File: config.mk
export PLATFORM = sky130hd
export DESIGN_NAME = burst_col_seq
export DESIGN_NICKNAME = d
export VERILOG_FILES = /design/src/rtl/bcs_pkg.sv /design/src/rtl/bcs_mode_regs.sv /design/src/rtl/bcs_beat_ctrl.sv /design/src/rtl/bcs_col_gen.sv /design/src/rtl/burst_col_seq.sv
export SDC_FILE = /design/constraint.sdc
export NUM_CORES = 1
export LEC_CHECK = 0
export ABC_AREA = 1
export BUFFER_PORTS_ARGS = -buffer_cell sky130_fd_sc_hd__buf_2
export CORE_MARGIN = 2
export CORE_UTILIZATION = 61
export DETAILED_ROUTE_END_ITERATION = 10
export PLACE_DENSITY = 0.82
export SLEW_MARGIN = 20
export SYNTH_ARGS = -nofsm -noshare
export SYNTH_HDL_FRONTEND = slang
export SYNTH_SLANG_ARGS = --single-unit
File: constraint.sdc
create_clock -name clk -period 3.9 [get_ports clk]
set_input_delay 0.39 -clock clk [delete_from_list [all_inputs] [get_ports clk]]
set_output_delay 0.39 -clock clk [all_outputs]
set_load 0.01 [all_outputs]
File: src/rtl/bcs_pkg.sv
// Package for the burst column sequencer.
// Holds the command encodings, the mode field layout and the length codes.
// Assumes a 10-bit mode field taken from the low bits of the address bus.
package bcs_pkg;

    typedef enum logic [1:0] {
        OP_LOAD  = 2'b00,
        OP_READ  = 2'b01,
        OP_WRITE = 2'b10,
        OP_NOP   = 2'b11
    } cmd_op_e;

    localparam logic [1:0] SEL_MAIN = 2'b00;
    localparam logic [1:0] SEL_EXT  = 2'b10;

    localparam logic [2:0] LEN_1    = 3'b000;
    localparam logic [2:0] LEN_2    = 3'b001;
    localparam logic [2:0] LEN_4    = 3'b010;
    localparam logic [2:0] LEN_8    = 3'b011;
    localparam logic [2:0] LEN_PAGE = 3'b111;

    localparam int MODE_W     = 10;
    localparam int EXT_ZERO_LO = 7;

    // Mode field, most significant first, matching addr[9:0]
    typedef struct packed {
        logic       wr_single;
        logic [1:0] op_mode;
        logic [2:0] latency;
        logic       interleave;
        logic [2:0] len_code;
    } mode_t;

    localparam mode_t MODE_RESET = '{
        wr_single:  1'b0,
        op_mode:    2'b00,
        latency:    3'b011,
        interleave: 1'b0,
        len_code:   LEN_1
    };

    // True for a length code that selects no supported length
    function automatic logic len_code_bad(input logic [2:0] code);
        return !(code inside {LEN_1, LEN_2, LEN_4, LEN_8, LEN_PAGE});
    endfunction

    // True for a latency code other than two or three clocks
    function automatic logic latency_bad(input logic [2:0] code);
        return !(code inside {3'b010, 3'b011});
    endfunction

endpackage

File: src/rtl/bcs_mode_regs.sv
// Mode storage for the burst column sequencer.
// Captures the main mode and the extended-register check on a load, decodes
// the length into a column mask, and reports reserved settings.
// Assumes loads are only presented while no burst is active (gated above).
module bcs_mode_regs
    import bcs_pkg::*;
#(
    parameter int ADDR_W = 13,
    parameter int COL_W  = 9
) (
    input  logic              clk,
    input  logic              rst_n,
    input  logic              load_en,
    input  logic [1:0]        bank_sel,
    input  logic [ADDR_W-1:0] addr,
    output logic [COL_W-1:0]  len_mask,
    output logic              full_page,
    output logic              interleave,
    output logic              wr_single,
    output logic              mode_err
);

    localparam int EXT_HI_W = ADDR_W - EXT_ZERO_LO;

    mode_t mode_q;
    logic  ext_nz_q;
    logic [EXT_HI_W-1:0] ext_hi;

    assign ext_hi = addr[ADDR_W-1:EXT_ZERO_LO];

    // Register the selected mode register on a load command
    always_ff @(posedge clk) begin
        if (!rst_n) begin
            mode_q   <= MODE_RESET;
            ext_nz_q <= 1'b0;
        end else if (load_en) begin
            if (bank_sel == SEL_MAIN)
                mode_q <= mode_t'(addr[MODE_W-1:0]);
            else if (bank_sel == SEL_EXT)
                ext_nz_q <= |ext_hi;
        end
    end

    // Turn the length code into a mask of the wrapping column bits
    always_comb begin
        case (mode_q.len_code)
            LEN_2:    len_mask = COL_W'(1);
            LEN_4:    len_mask = COL_W'(3);
            LEN_8:    len_mask = COL_W'(7);
            LEN_PAGE: len_mask = '1;
            default:  len_mask = '0;
        endcase
    end

    // Flag every reserved combination of the stored settings
    always_comb begin
        full_page  = (mode_q.len_code == LEN_PAGE);
        interleave = mode_q.interleave;
        wr_single  = mode_q.wr_single;
        mode_err   = len_code_bad(mode_q.len_code)
                   | latency_bad(mode_q.latency)
                   | (mode_q.op_mode != 2'b00)
                   | (full_page & mode_q.interleave)
                   | ext_nz_q;
    end


    reserved_bank_hold_chk: assert property (@(posedge clk) disable iff (!rst_n)
        (load_en && bank_sel[0]) |=> ($stable(mode_q) && $stable(ext_nz_q)));


    main_load_capture_chk: assert property (@(posedge clk) disable iff (!rst_n)
        (load_en && bank_sel == SEL_MAIN) |=> (mode_q.len_code == $past(addr[2:0])));

endmodule

File: src/rtl/bcs_beat_ctrl.sv
// Beat tracking for the burst column sequencer.
// Latches the start column and the burst settings when a burst opens, counts
// beats on each advance, and closes the burst on the last beat or a stop.
// Assumes start is already refused by the caller while settings are reserved.
module bcs_beat_ctrl #(
    parameter int COL_W = 9
) (
    input  logic             clk,
    input  logic             rst_n,
    input  logic             start,
    input  logic             start_write,
    input  logic [COL_W-1:0] start_col,
    input  logic             beat_adv,
    input  logic             burst_stop,
    input  logic [COL_W-1:0] len_mask,
    input  logic             full_page,
    input  logic             interleave,
    input  logic             wr_single,
    output logic             active,
    output logic [COL_W-1:0] idx,
    output logic [COL_W-1:0] eff_mask,
    output logic [COL_W-1:0] start_q,
    output logic             inter_q,
    output logic             last
);

    logic full_q;
    logic one_beat;

    assign one_beat = start_write & wr_single;

    // Open, step and close the burst
    always_ff @(posedge clk) begin
        if (!rst_n) begin
            active   <= 1'b0;
            idx      <= '0;
            eff_mask <= '0;
            start_q  <= '0;
            inter_q  <= 1'b0;
            full_q   <= 1'b0;
        end else if (start) begin
            active   <= 1'b1;
            idx      <= '0;
            start_q  <= start_col;
            inter_q  <= interleave;
            eff_mask <= one_beat ? '0 : len_mask;
            full_q   <= full_page & ~one_beat;
        end else if (active && burst_stop) begin
            active <= 1'b0;
        end else if (active && beat_adv) begin
            if (last)
                active <= 1'b0;
            else
                idx <= idx + COL_W'(1);
        end
    end

    // Final beat of a counted burst; a full page has none
    assign last = active & ~full_q & (idx == eff_mask);


    last_adv_closes_chk: assert property (@(posedge clk) disable iff (!rst_n)
        (active && last && beat_adv && !start && !burst_stop) |=> !active);


    stop_closes_chk: assert property (@(posedge clk) disable iff (!rst_n)
        (active && burst_stop && !start) |=> !active);


    start_col_held_chk: assert property (@(posedge clk) disable iff (!rst_n)
        (active && !start) |=> $stable(start_q));


    idx_in_window_chk: assert property (@(posedge clk) disable iff (!rst_n)
        (active && !full_q) |-> ((idx & ~eff_mask) == '0));


    restart_first_beat_chk: assert property (@(posedge clk) disable iff (!rst_n)
        start |=> (active && idx == '0));

endmodule

File: src/rtl/bcs_col_gen.sv
// Column generator for the burst column sequencer.
// Forms each beat's column from the start column and the beat index: bits
// inside the length mask take the incremented or XORed value, the others keep
// the start value. Purely combinational; assumes idx stays inside the mask.
module bcs_col_gen #(
    parameter int COL_W = 9
) (
    input  logic [COL_W-1:0] start_col,
    input  logic [COL_W-1:0] idx,
    input  logic [COL_W-1:0] mask,
    input  logic             interleave,
    output logic [COL_W-1:0] col
);

    logic [COL_W-1:0] seq_col;
    logic [COL_W-1:0] xor_col;
    logic [COL_W-1:0] mixed;

    // Both candidate orderings, then the selected one
    always_comb begin
        seq_col = start_col + idx;
        xor_col = start_col ^ idx;
        mixed   = interleave ? xor_col : seq_col;
    end

    // Per bit: wrapping bits follow the ordering, upper bits stay fixed
    for (genvar b = 0; b < COL_W; b++) begin : g_bit
        assign col[b] = mask[b] ? mixed[b] : start_col[b];
    end

endmodule

File: src/rtl/burst_col_seq.sv
// Top of the SDRAM burst column sequencer.
// Decodes the command strobe into loads and burst starts, refuses loads while
// a burst runs and bursts while the settings are reserved, and presents the
// beat column with its valid and last flags.
// Assumes the address bus is at least 10 bits wide and covers the column.
module burst_col_seq
    import bcs_pkg::*;
#(
    parameter int ADDR_W = 13,
    parameter int COL_W  = 9
) (
    input  logic              clk,
    input  logic              rst_n,
    input  logic              cmd_en,
    input  logic [1:0]        cmd_op,
    input  logic [1:0]        bank_sel,
    input  logic [ADDR_W-1:0] addr,
    input  logic              beat_adv,
    input  logic              burst_stop,
    output logic [COL_W-1:0]  col_addr,
    output logic              beat_valid,
    output logic              beat_last,
    output logic              mode_err
);

    logic             active;
    logic             load_en;
    logic             go;
    logic             go_write;
    logic [COL_W-1:0] len_mask;
    logic             full_page;
    logic             interleave;
    logic             wr_single;
    logic [COL_W-1:0] idx;
    logic [COL_W-1:0] eff_mask;
    logic [COL_W-1:0] start_q;
    logic             inter_q;
    logic             last;

    // Command decode with the busy and error gates
    always_comb begin
        load_en  = cmd_en & (cmd_op == OP_LOAD) & ~active;
        go_write = (cmd_op == OP_WRITE);
        go       = cmd_en & ((cmd_op == OP_READ) | go_write) & ~mode_err;
    end

    bcs_mode_regs #(.ADDR_W(ADDR_W), .COL_W(COL_W)) u_mode (
        .clk        (clk),
        .rst_n      (rst_n),
        .load_en    (load_en),
        .bank_sel   (bank_sel),
        .addr       (addr),
        .len_mask   (len_mask),
        .full_page  (full_page),
        .interleave (interleave),
        .wr_single  (wr_single),
        .mode_err   (mode_err)
    );

    bcs_beat_ctrl #(.COL_W(COL_W)) u_beat (
        .clk         (clk),
        .rst_n       (rst_n),
        .start       (go),
        .start_write (go_write),
        .start_col   (addr[COL_W-1:0]),
        .beat_adv    (beat_adv),
        .burst_stop  (burst_stop),
        .len_mask    (len_mask),
        .full_page   (full_page),
        .interleave  (interleave),
        .wr_single   (wr_single),
        .active      (active),
        .idx         (idx),
        .eff_mask    (eff_mask),
        .start_q     (start_q),
        .inter_q     (inter_q),
        .last        (last)
    );

    bcs_col_gen #(.COL_W(COL_W)) u_col (
        .start_col  (start_q),
        .idx        (idx),
        .mask       (eff_mask),
        .interleave (inter_q),
        .col        (col_addr)
    );

    assign beat_valid = active;
    assign beat_last  = last;


    err_blocks_start_chk: assert property (@(posedge clk) disable iff (!rst_n)
        (!beat_valid && mode_err && !$past(beat_valid)) |=> !beat_valid);


    load_in_burst_chk: assert property (@(posedge clk) disable iff (!rst_n)
        (beat_valid && cmd_en && cmd_op == OP_LOAD && !beat_adv && !burst_stop)
        |=> (beat_valid && $stable(col_addr) && $stable(mode_err)));

endmodule

Word-level counts from Yosys, hierarchy flattened
Index checks and enable logic that the tools add are counted.
Cells by class
  add/subtract/negate cells: 2
  reductions and logical operators: 18
  equal/unequal tests: 10
  bitwise logic cells: 23
  mux-type cells: 16
Operator list (count)
  $pmux W9 S4: 1
  $mux W9: 2
  $mux W1: 13
  $eq A3 B2 Y1 const B: 4
  $add A9 B1 Y9 const B: 1
  $add A9 B9 Y9: 1
  $and A1 B1 Y1: 9
  $eq A9 B9 Y1: 1
  $xor A9 B9 Y9: 1
  $not A1 Y1: 8
  $reduce_and A3 Y1: 2
  $reduce_bool A3 Y1: 2
  $reduce_or A6 Y1: 1
  $or A1 B1 Y1: 5
  $reduce_bool A5 Y1: 1
  $eq A2 B2 Y1 const B: 2
  $logic_not A2 Y1: 2
  $reduce_and A2 Y1: 2
  $reduce_bool A2 Y1: 2
  $eq A3 B1 Y1 const B: 1
  $eq A3 B3 Y1 const B: 1
  $logic_not A3 Y1: 1
  $eq A2 B1 Y1 const B: 1
  $logic_and A1 B1 Y1: 2
  2 further kinds: 3
Storage, ports and cells
  output and inout port bits: 12
  input bits: 22
  flip-flop bits (word level): 41
  logic and storage cells: 81

Depth between registers and ports, before layout
Gate-level depths: netlist (run 1).
  depth in word-level cells: 11
  depth in mapped cells: 12
  mapped depth without buffers: 12

Modules after synthesis
A second synthesis (run 1) with hierarchy kept.
Second synthesis, totals
  cells, all modules: 401
  area total of the unflattened synthesis: 2583.7 µm²
By module, submodules not included
  bcs_beat_ctrl: instances 1, cells each 216, seq. area each 600.6 µm², area each 1450.1 µm²
  bcs_mode_regs: instances 1, cells each 80, seq. area each 200.2 µm², area each 559.3 µm²
  bcs_col_gen: instances 1, cells each 97, seq. area each 0.0 µm², area each 521.8 µm²
  burst_col_seq: instances 1, cells each 8, seq. area each 0.0 µm², area each 52.6 µm²

Least setup slack after synthesis (run 1)
No wires, ideal clock.
  path kind: flip-flop to output port
  from: register u_beat.idx[0]
  to: output col_addr[4]
  path slack: 1.947 ns
  stages on the path, launching flop included: 9
  arrival time: 1.563 ns
  path through: dfxtp_1 ha_1 fa_1 nand2_1 nand2_1 nand2_1 nor2_1 xnor2_1 o21ai_0
Between the ends
  cells in the longest elaborated chain, start to end: 3
Ends and longest elaborated chain
  from (decl): line bcs_beat_ctrl.sv:20  | output logic [COL_W-1:0] idx,
  from (signal assigned): line bcs_beat_ctrl.sv:54  | idx <= idx + COL_W'(1);
  $add A9 B9 Y9: line bcs_col_gen.sv:21  | seq_col = start_col + idx;
  $mux W9: line bcs_col_gen.sv:23  | mixed = interleave ? xor_col : seq_col;
  $mux W1: line bcs_col_gen.sv:28  | assign col[b] = mask[b] ? mixed[b] : start_col[b];
  to (decl): line burst_col_seq.sv:20  | output logic [COL_W-1:0] col_addr,
Every way passes these cells.

Worst setup path after layout (run 1)
  from: register u_beat.idx[0]
  to: output col_addr[8]
The elaborated chain is that of the path after synthesis.

==> results of run 1 <==
state kept, by name (all words and copies together), names as in the netlist:
name / cells
u_mode.mode_q: 7
u_beat.eff_mask: 4
u_mode.ext_nz_q: 1
u_beat.full_q: 1
u_mode.interleave: 1
u_beat.idx: 9
u_beat.active: 1
u_beat.inter_q: 1
u_mode.wr_single: 1
u_beat.start_q: 9
through the flow:
step	cells	total power, W	worst slack (ns)	utilization [%]	instance area, um2
floorplan	327	0.000455	1.95	-	2210
global placement	399	0.000485	1.80	69.7	2380
detailed placement	399	0.000488	1.70	69.7	2380
CTS	406	0.000743	1.35	71.9	2460
global route	406	0.000775	1.16	71.9	2460
finish	406	0.000745	1.34	71.9	2460
layout make-up:
type | instances | area [um2] | share of cell area (%)
timing repair buffer | 33 | 165 | 6.72
tap | 46 | 57.6 | 2.34
inverter | 32 | 120 | 4.89
clock inverter | 2 | 37.5 | 1.53
multi-input combinational | 253 | 1340 | 54.5
clock buffer | 5 | 37.5 | 1.53
sequential | 35 | 701 | 28.5
logic make-up (layout without fill, tap and decap cells):
| logic type | count (synthesis) | after routing | share of synthesized area [%] |
|---|---|---|---|
| adders and majority gates | 12 | 12 | 7.15 |
| AOI/OAI and AO/OA | 49 | 49 | 13.2 |
| xor gates and xnor gates | 8 | 8 | 3.18 |
| DFF | 35 | 35 | 31.8 |
| buffers and inverters | 39 | 72 | 7.60 |
| and+or+nand+nor | 184 | 184 | 37.2 |
per-layer routing:
metal  part of all wire, %  routed length (um)
met1                    44                2220
met3                   3.9                 196
met4                   1.6                  80
met2                    51                2570
met5                     0                   0
worst register-to-register path: stages, from the launching register on:
cell and delay (ns):
dfxtp_1 0.39, nand2_1 0.09, o21ai_1 0.22, nand3b_1 0.42, nand2_1 0.57, o22ai_1 0.12
layout by cell type, fill, tap and decap left out, types with 3 or more instances in the layout:
cell type / instances
a21oi_1: 18
a21oi_2: 9
buf_2: 33
clkbuf_4: 5
dfxtp_1: 35
ha_1: 11
inv_1: 29
nand2_1: 109
nand3_1: 31
nor2_1: 28
o21ai_0: 13
o21ai_1: 4
xnor2_1: 3
xor2_1: 5
worst max-delay path by stage:
stage / startpoint / end / slack [ns] / cells past startpoint
detailed placement: cmd_op[0] / u_beat.eff_mask[0] / 1.70 / 7
floorplan: u_beat.idx[0] / col_addr[4] / 1.95 / 8
CTS: u_beat.idx[0] / col_addr[8] / 1.35 / 13
global placement: cmd_op[0] / u_beat.eff_mask[0] / 1.80 / 7
finish: u_beat.idx[0] / col_addr[8] / 1.34 / 13
global route: u_beat.idx[0] / col_addr[6] / 1.16 / 12
power by group through the flow:
stage	clock [W]	sequential [W]	combinational, W
global placement	0	0.000385	0.0000999
CTS	0.000263	0.000377	0.000103
global route	0.000279	0.000379	0.000117
detailed placement	0	0.000385	0.000103
finish	0.000265	0.000377	0.000102
floorplan	0	0.000383	0.0000726
==> metrics.txt, run 1 <==
post-cts resize count 0; global-route wire length before repair 9050 um; number of register bits inferred by synthesis 35; area overhead of the layout relative to synthesis 11.3%; count leader, synth nand2_1; final number of setup-violating endpoints 0; Min-Delay Path Class in2reg; post-detailed-routing wire length between 5000 and 6000 um; net switching power figure 0.000208 W; aggregate global-route resource usage roughly 28%; pin count of the biggest net entering global routing 15; Peak VDD IR 0.000208 V; WL/cell 12.5 um; clock tree from TritonCTS yes; global route overflow 0; number of DRC violations after detailed routing 0; post-synthesis cell type with the largest combined area dfxtp_1; met1 track utilization from global routing 31.3%; die span in x 64.1 um; Inserted Clock Buffers 5; Worst EP arrival 2.17 ns; CTS H-Tree Depth 2; part of the power in the clock network 35.6%; cell-by-cell trace of the critical path ha_1 -> fa_1 -> nand2_1 -> nand2_1 -> nand3_1 -> nand2_1 -> nand2_1 -> nand2_1 -> nand2_1 -> nand2_1 -> nand2_1 -> nand2_1 -> buf_2; share of the synthesized area in the top cell type 31.8%; transition at the pin with the smallest max-transition slack 0.777 ns; Highest Clock Rate ~390 MHz; clk slew on worst S/H paths 0.11 ns; area of the die 4110 um2; met2 routing resource usage after global routing roughly 52%; startpoint of the worst register-to-register path u_mode.mode_q[1]; detailed router's first-iteration violation count between 100 and 150; worst slew margin relative to its limit ~48%; number of buffer and inverter stages on the critical path 1; Post CTS Setup Buffer Count 0; period utilization 65.6%; number of input and output port buffers inserted 33; power density over the cells 303 nW/um2; cell repeated most along the worst path nand2_1; via count of the first global-routing pass 2139; register share of total power 50.6%; fraction of layout instances using a drive strength above 1 16.9%; Clock Sinks 35; kind of critical path reg2out; cell area after synthesis 2210 um2; hold path start addr[5]; antenna violations before repair 0; row count 21; post-route antenna net violation count 0; die height 64.1 um; Detailed Routing Iterations Pass 1 4; setup TNS after final layout 0 ns; startpoint class of the critical path flip-flop; number of synthesized flops with an enable pin 0; number of failing hold endpoints at the final stage 0; delay of the slowest cell on the worst path 0.39 ns; cell at the root of the clock tree clkbuf_4; commonest cells in the netlist 109 x nand2_1, 35 x dfxtp_1, 31 x nand3_1; slowest stage cell, crit path dfxtp_1; Post-synth ARST share 0%; hold slack final 0.260 ns; Clock Skews 0.00193 ns; number of placed I/O pins 34; kind of end point of the critical path output port; final worst path period need 2.56 ns; Post-Synthesis Mean Instance Area 6.75 um2; Final #Nets roughly 400; result of the run finished clean; Netlist cell types 36; share of power burned in combinational logic between 10% and 20%; reported leakage power 1.16 nW; total via count in the routed design 2162; top fanout value on the critical path 7; maximum count of clock buffers along a single path 2; GRT busiest layer met2; proportion of synthesized chip area in sequential cells 31.8%; area of the placeable core 3420 um2; r2r worst-path depth 5; setup repair after global routing missed its margin false; Antenna diodes 0; number of max-slew violations in the final report 0; filler cell count in the final layout 304; Switching Share between 20% and 30%; worst path required time 3.51 ns; number of buffers added to fix hold violations after cts 0; count of yosys warnings during synthesis 0; syn_nets 361; dominant delay contributor by cell family on the critical path adder cells; Placer Congestion 0.888; minimum setup slack among reg-to-reg paths 1.96 ns; instance count along the most critical hold path 3; Initial Util 64.6%; met3 track utilization from global routing 4.58%; Max Cap Viol 0; clock latency at the later pin of the worst-skew pair 0.36 ns; largest cells by area after synthesis dfxtp_1 32%, nand2_1 19%, nand3_1 7.0%, ha_1 6.2%, inv_1 4.9%; hpwl dp between 3000 and 4000 um; Avg Vias per Cell roughly 5.3; internal power component ~0.00054 W; hold-critical path endpoint u_mode.mode_q[5]; number of cells produced by synthesis 327; capturing point of the worst reg2reg path u_beat.eff_mask[0]; most frequently used flop master after synthesis dfxtp_1
(Power assumes the default switching activity.)
==> inputs of run 2 (changes only) <==
- ABC_AREA: 1 -> 0
- CORE_UTILIZATION: 61 -> 51
- PLACE_DENSITY: 0.82 -> 0.73
- clock period: 3.9 -> 2.05 ns (I/O delays scaled with it)
==> run 2 against run 1 <==
The run now ends with negative setup slack left. Power increased by 95%. Count of clock-buffer cells in the layout increased by 1. Die area grew 13%. Worst setup slack got worse by 1.8 ns. Sequential power up 89%. Combinational power rose by 89%. Final cell count shrank 17%. Register-to-register slack got worse by 1.7 ns. Hold slack worse by 0.13 ns. Global-route usage shrank 6.0 points. Critical endpoint unchanged. Largest power group unchanged. Highest routed layer unchanged.
==> metrics.txt, run 2 <==
result of the run finished with violations; failing checks negative setup slack; die height 68.1 um; most frequently used flop master after synthesis dfxtp_1; Clock Sinks 35; number of failing hold endpoints at the final stage 0; Netlist cell types 51; die span in x 68.1 um; hold slack final 0.127 ns; largest family of logic cells by synthesized area simple AND/OR/NAND/NOR gates; CTS H-Tree Depth 2; registers with the highest flip-flop counts u_beat.idx: 9 flops, u_beat.start_q: 9 flops, u_mode.mode_q: 7 flops; number of buffers added to fix hold violations after cts 0; global route overflow 0; row count 23; number of max-slew violations in the final report 0; clk slew on worst S/H paths 0.08 ns; antenna violations before repair 0; number of synthesized flops with an enable pin 0; cell area after synthesis approximately 2100 um2; pin count of the biggest net entering global routing 28; startpoint class of the critical path flip-flop; setup repair after global routing missed its margin true; detailed router's first-iteration violation count 90; fraction of layout instances using a drive strength above 1 31.9%; Initial Util a little over half; post-route antenna net violation count 0; final number of setup-violating endpoints 5; Setup Slack @ Placement -0.119 ns; internal power component 0.00106 W; r2r worst-path depth 5; top fanout value on the critical path 2; area share of fa/ha/maj cells after synthesis about 7.5%; largest cells by area after synthesis dfxtp_1 33%, mux2i_1 9.5%, ha_1 6.6%, nor2b_1 6.0%, xnor2_1 4.2%; instance count along the most critical hold path 2; synthesized-area fraction occupied by and/or/nand/nor cells 23.3%; final worst path period need 2.47 ns; Clock Skews 0.00830 ns; WL/cell between 10 and 15 um; kind of end point of the critical path output port; Switching Share 26.9%; most frequent standard cell in the layout excluding fill and tap cells buf_2; power density over the cells 545 nW/um2; mux cell area share after synthesis between 10% and 20%; kind of critical path reg2out; number of register bits inferred by synthesis 35; Synth Area in Compound Gates 15.6%; crit path setup slack, layout -0.416 ns; worst path required time 1.85 ns; register share of total power approximately half; number of input and output port buffers inserted 33; net switching power figure around 0.0004 W; number of cells produced by synthesis 232; Peak VDD IR a little over 0.0004 V; commonest cells in the netlist 35 x dfxtp_1, 20 x mux2i_1, 20 x nor2b_1; Post-synth ARST share 0%; Highest Clock Rate about 400 MHz; via count of the first global-routing pass 1676; syn_nets about 270; part of the power in the clock network 37.8%; hpwl dp 3420 um; global-route wire length before repair 7560 um; area of the placeable core approximately 4000 um2; Antenna diodes 0; transition at the pin with the smallest max-transition slack 0.481 ns; count of yosys warnings during synthesis 0; reported leakage power 1.09 nW; Worst EP arrival 2.26 ns; share of the synthesized area in the top cell type between 30% and 40%; clock tree from TritonCTS yes; Final Core Density 67.0%; post-detailed-routing wire length 4740 um; Post-Synthesis Mean Instance Area 9.04 um2; most frequent cells in the layout 32 x buf_2, 27 x dfxtp_1, 20 x mux2i_1, 20 x nor2b_1, 18 x buf_4; clock latency at the later pin of the worst-skew pair 0.30 ns; Max Cap Viol 0; Final #Nets between 300 and 400; Inserted Clock Buffers 5; number of placed I/O pins 34; Detailed Routing Iterations Pass 1 4; area of the die between 4000 and 5000 um2; proportion of synthesized chip area in sequential cells 33.4%; Avg Vias per Cell 5.45; total via count in the routed design 1827; aggregate global-route resource usage 22.0%; period utilization 120%; maximum count of clock buffers along a single path 2; area overhead of the layout relative to synthesis 26.9%; share of power burned in combinational logic a little over an eighth; Min-Delay Path Class in2reg; cell at the root of the clock tree clkbuf_8; number of DRC violations after detailed routing 0; xor/xnor share of the synthesized area 6.26%; post-synthesis cell type with the largest combined area dfxtp_1; count leader, synth dfxtp_1; Placer Congestion 0.846; worst slew margin relative to its limit 67.1%
-- run 2: layout make-up --
class,count,area (um2)
multi-input combinational,183,1440
fill,299,1310
sequential,35,718
timing repair buffer,52,318
clock buffer,6,82.6
tap,50,62.6
inverter,7,26.3
clock inverter,2,16.3
-- run 2: what timing repair did --
item,in CTS,in global routing
gates cloned,0,0
resized for setup,21,8
buffers inserted,0,4
setup endpoints to repair,6,7
pin swaps,1,10
-- run 2: power by group through the flow --
stage	combinational, W	clock (W)	sequential, W
6_report	0.000193	0.000548	0.000711
5_1_grt	0.000214	0.000594	0.000713
4_1_cts	0.000191	0.000555	0.000712
3_5_place_dp	0.000184	0	0.000727
3_3_place_gp	0.000180	0	0.000726
2_1_floorplan	0.000118	0	0.000723
-- run 2: logic make-up after synthesis --
group | Yosys count
XOR/XNOR | 15
adder cells (fa/ha/maj) | 12
buffers and inverters | 14
AO/OA/AOI/OAI | 45
flip-flops | 35
multiplexers | 22
AND/OR/NAND/NOR | 89
-- run 2: path summary, 6_finish.rpt --
kind,startpoint,endpoint,slack [ns]
max reg2reg,u_mode.mode_q[7],u_beat.start_q[3],0.26
max,u_beat.start_q[0],col_addr[8],-0.42
min,bank_sel[1],u_mode.ext_nz_q,0.13
min reg2reg,u_mode.mode_q[5],u_mode.mode_q[5],0.48
-- run 2: metal layers --
metal / wire length (um) / GRT usage (%)
met1: 2220 / 27.1
met2: 2200 / 36.0
met3: 252 / 6.91
met4: 69 / 7.75
met5: 0 / 0
-- run 2: critical path, stage by stage (launching register included) --
cell and delay (ns):
dfxtp_2 0.34, ha_4 0.16, fa_2 0.36, a211oi_4 0.27
o32ai_2 0.13, a31oi_2 0.17, mux2i_1 0.23, xor2_1 0.14
buf_2 0.14
-- run 2: stage by stage --
step                      cell area [um2]  total power [W]  cells  TNS [ns]
after global routing                 2660          0.00152    335     -1.91
after floorplan                      2120         0.000840    232         0
after global placement               2410         0.000906    323   -0.0667
final                                2660          0.00145    335     -1.34
after detailed placement             2410         0.000910    323    -0.175
after CTS                            2600          0.00146    331    -0.909
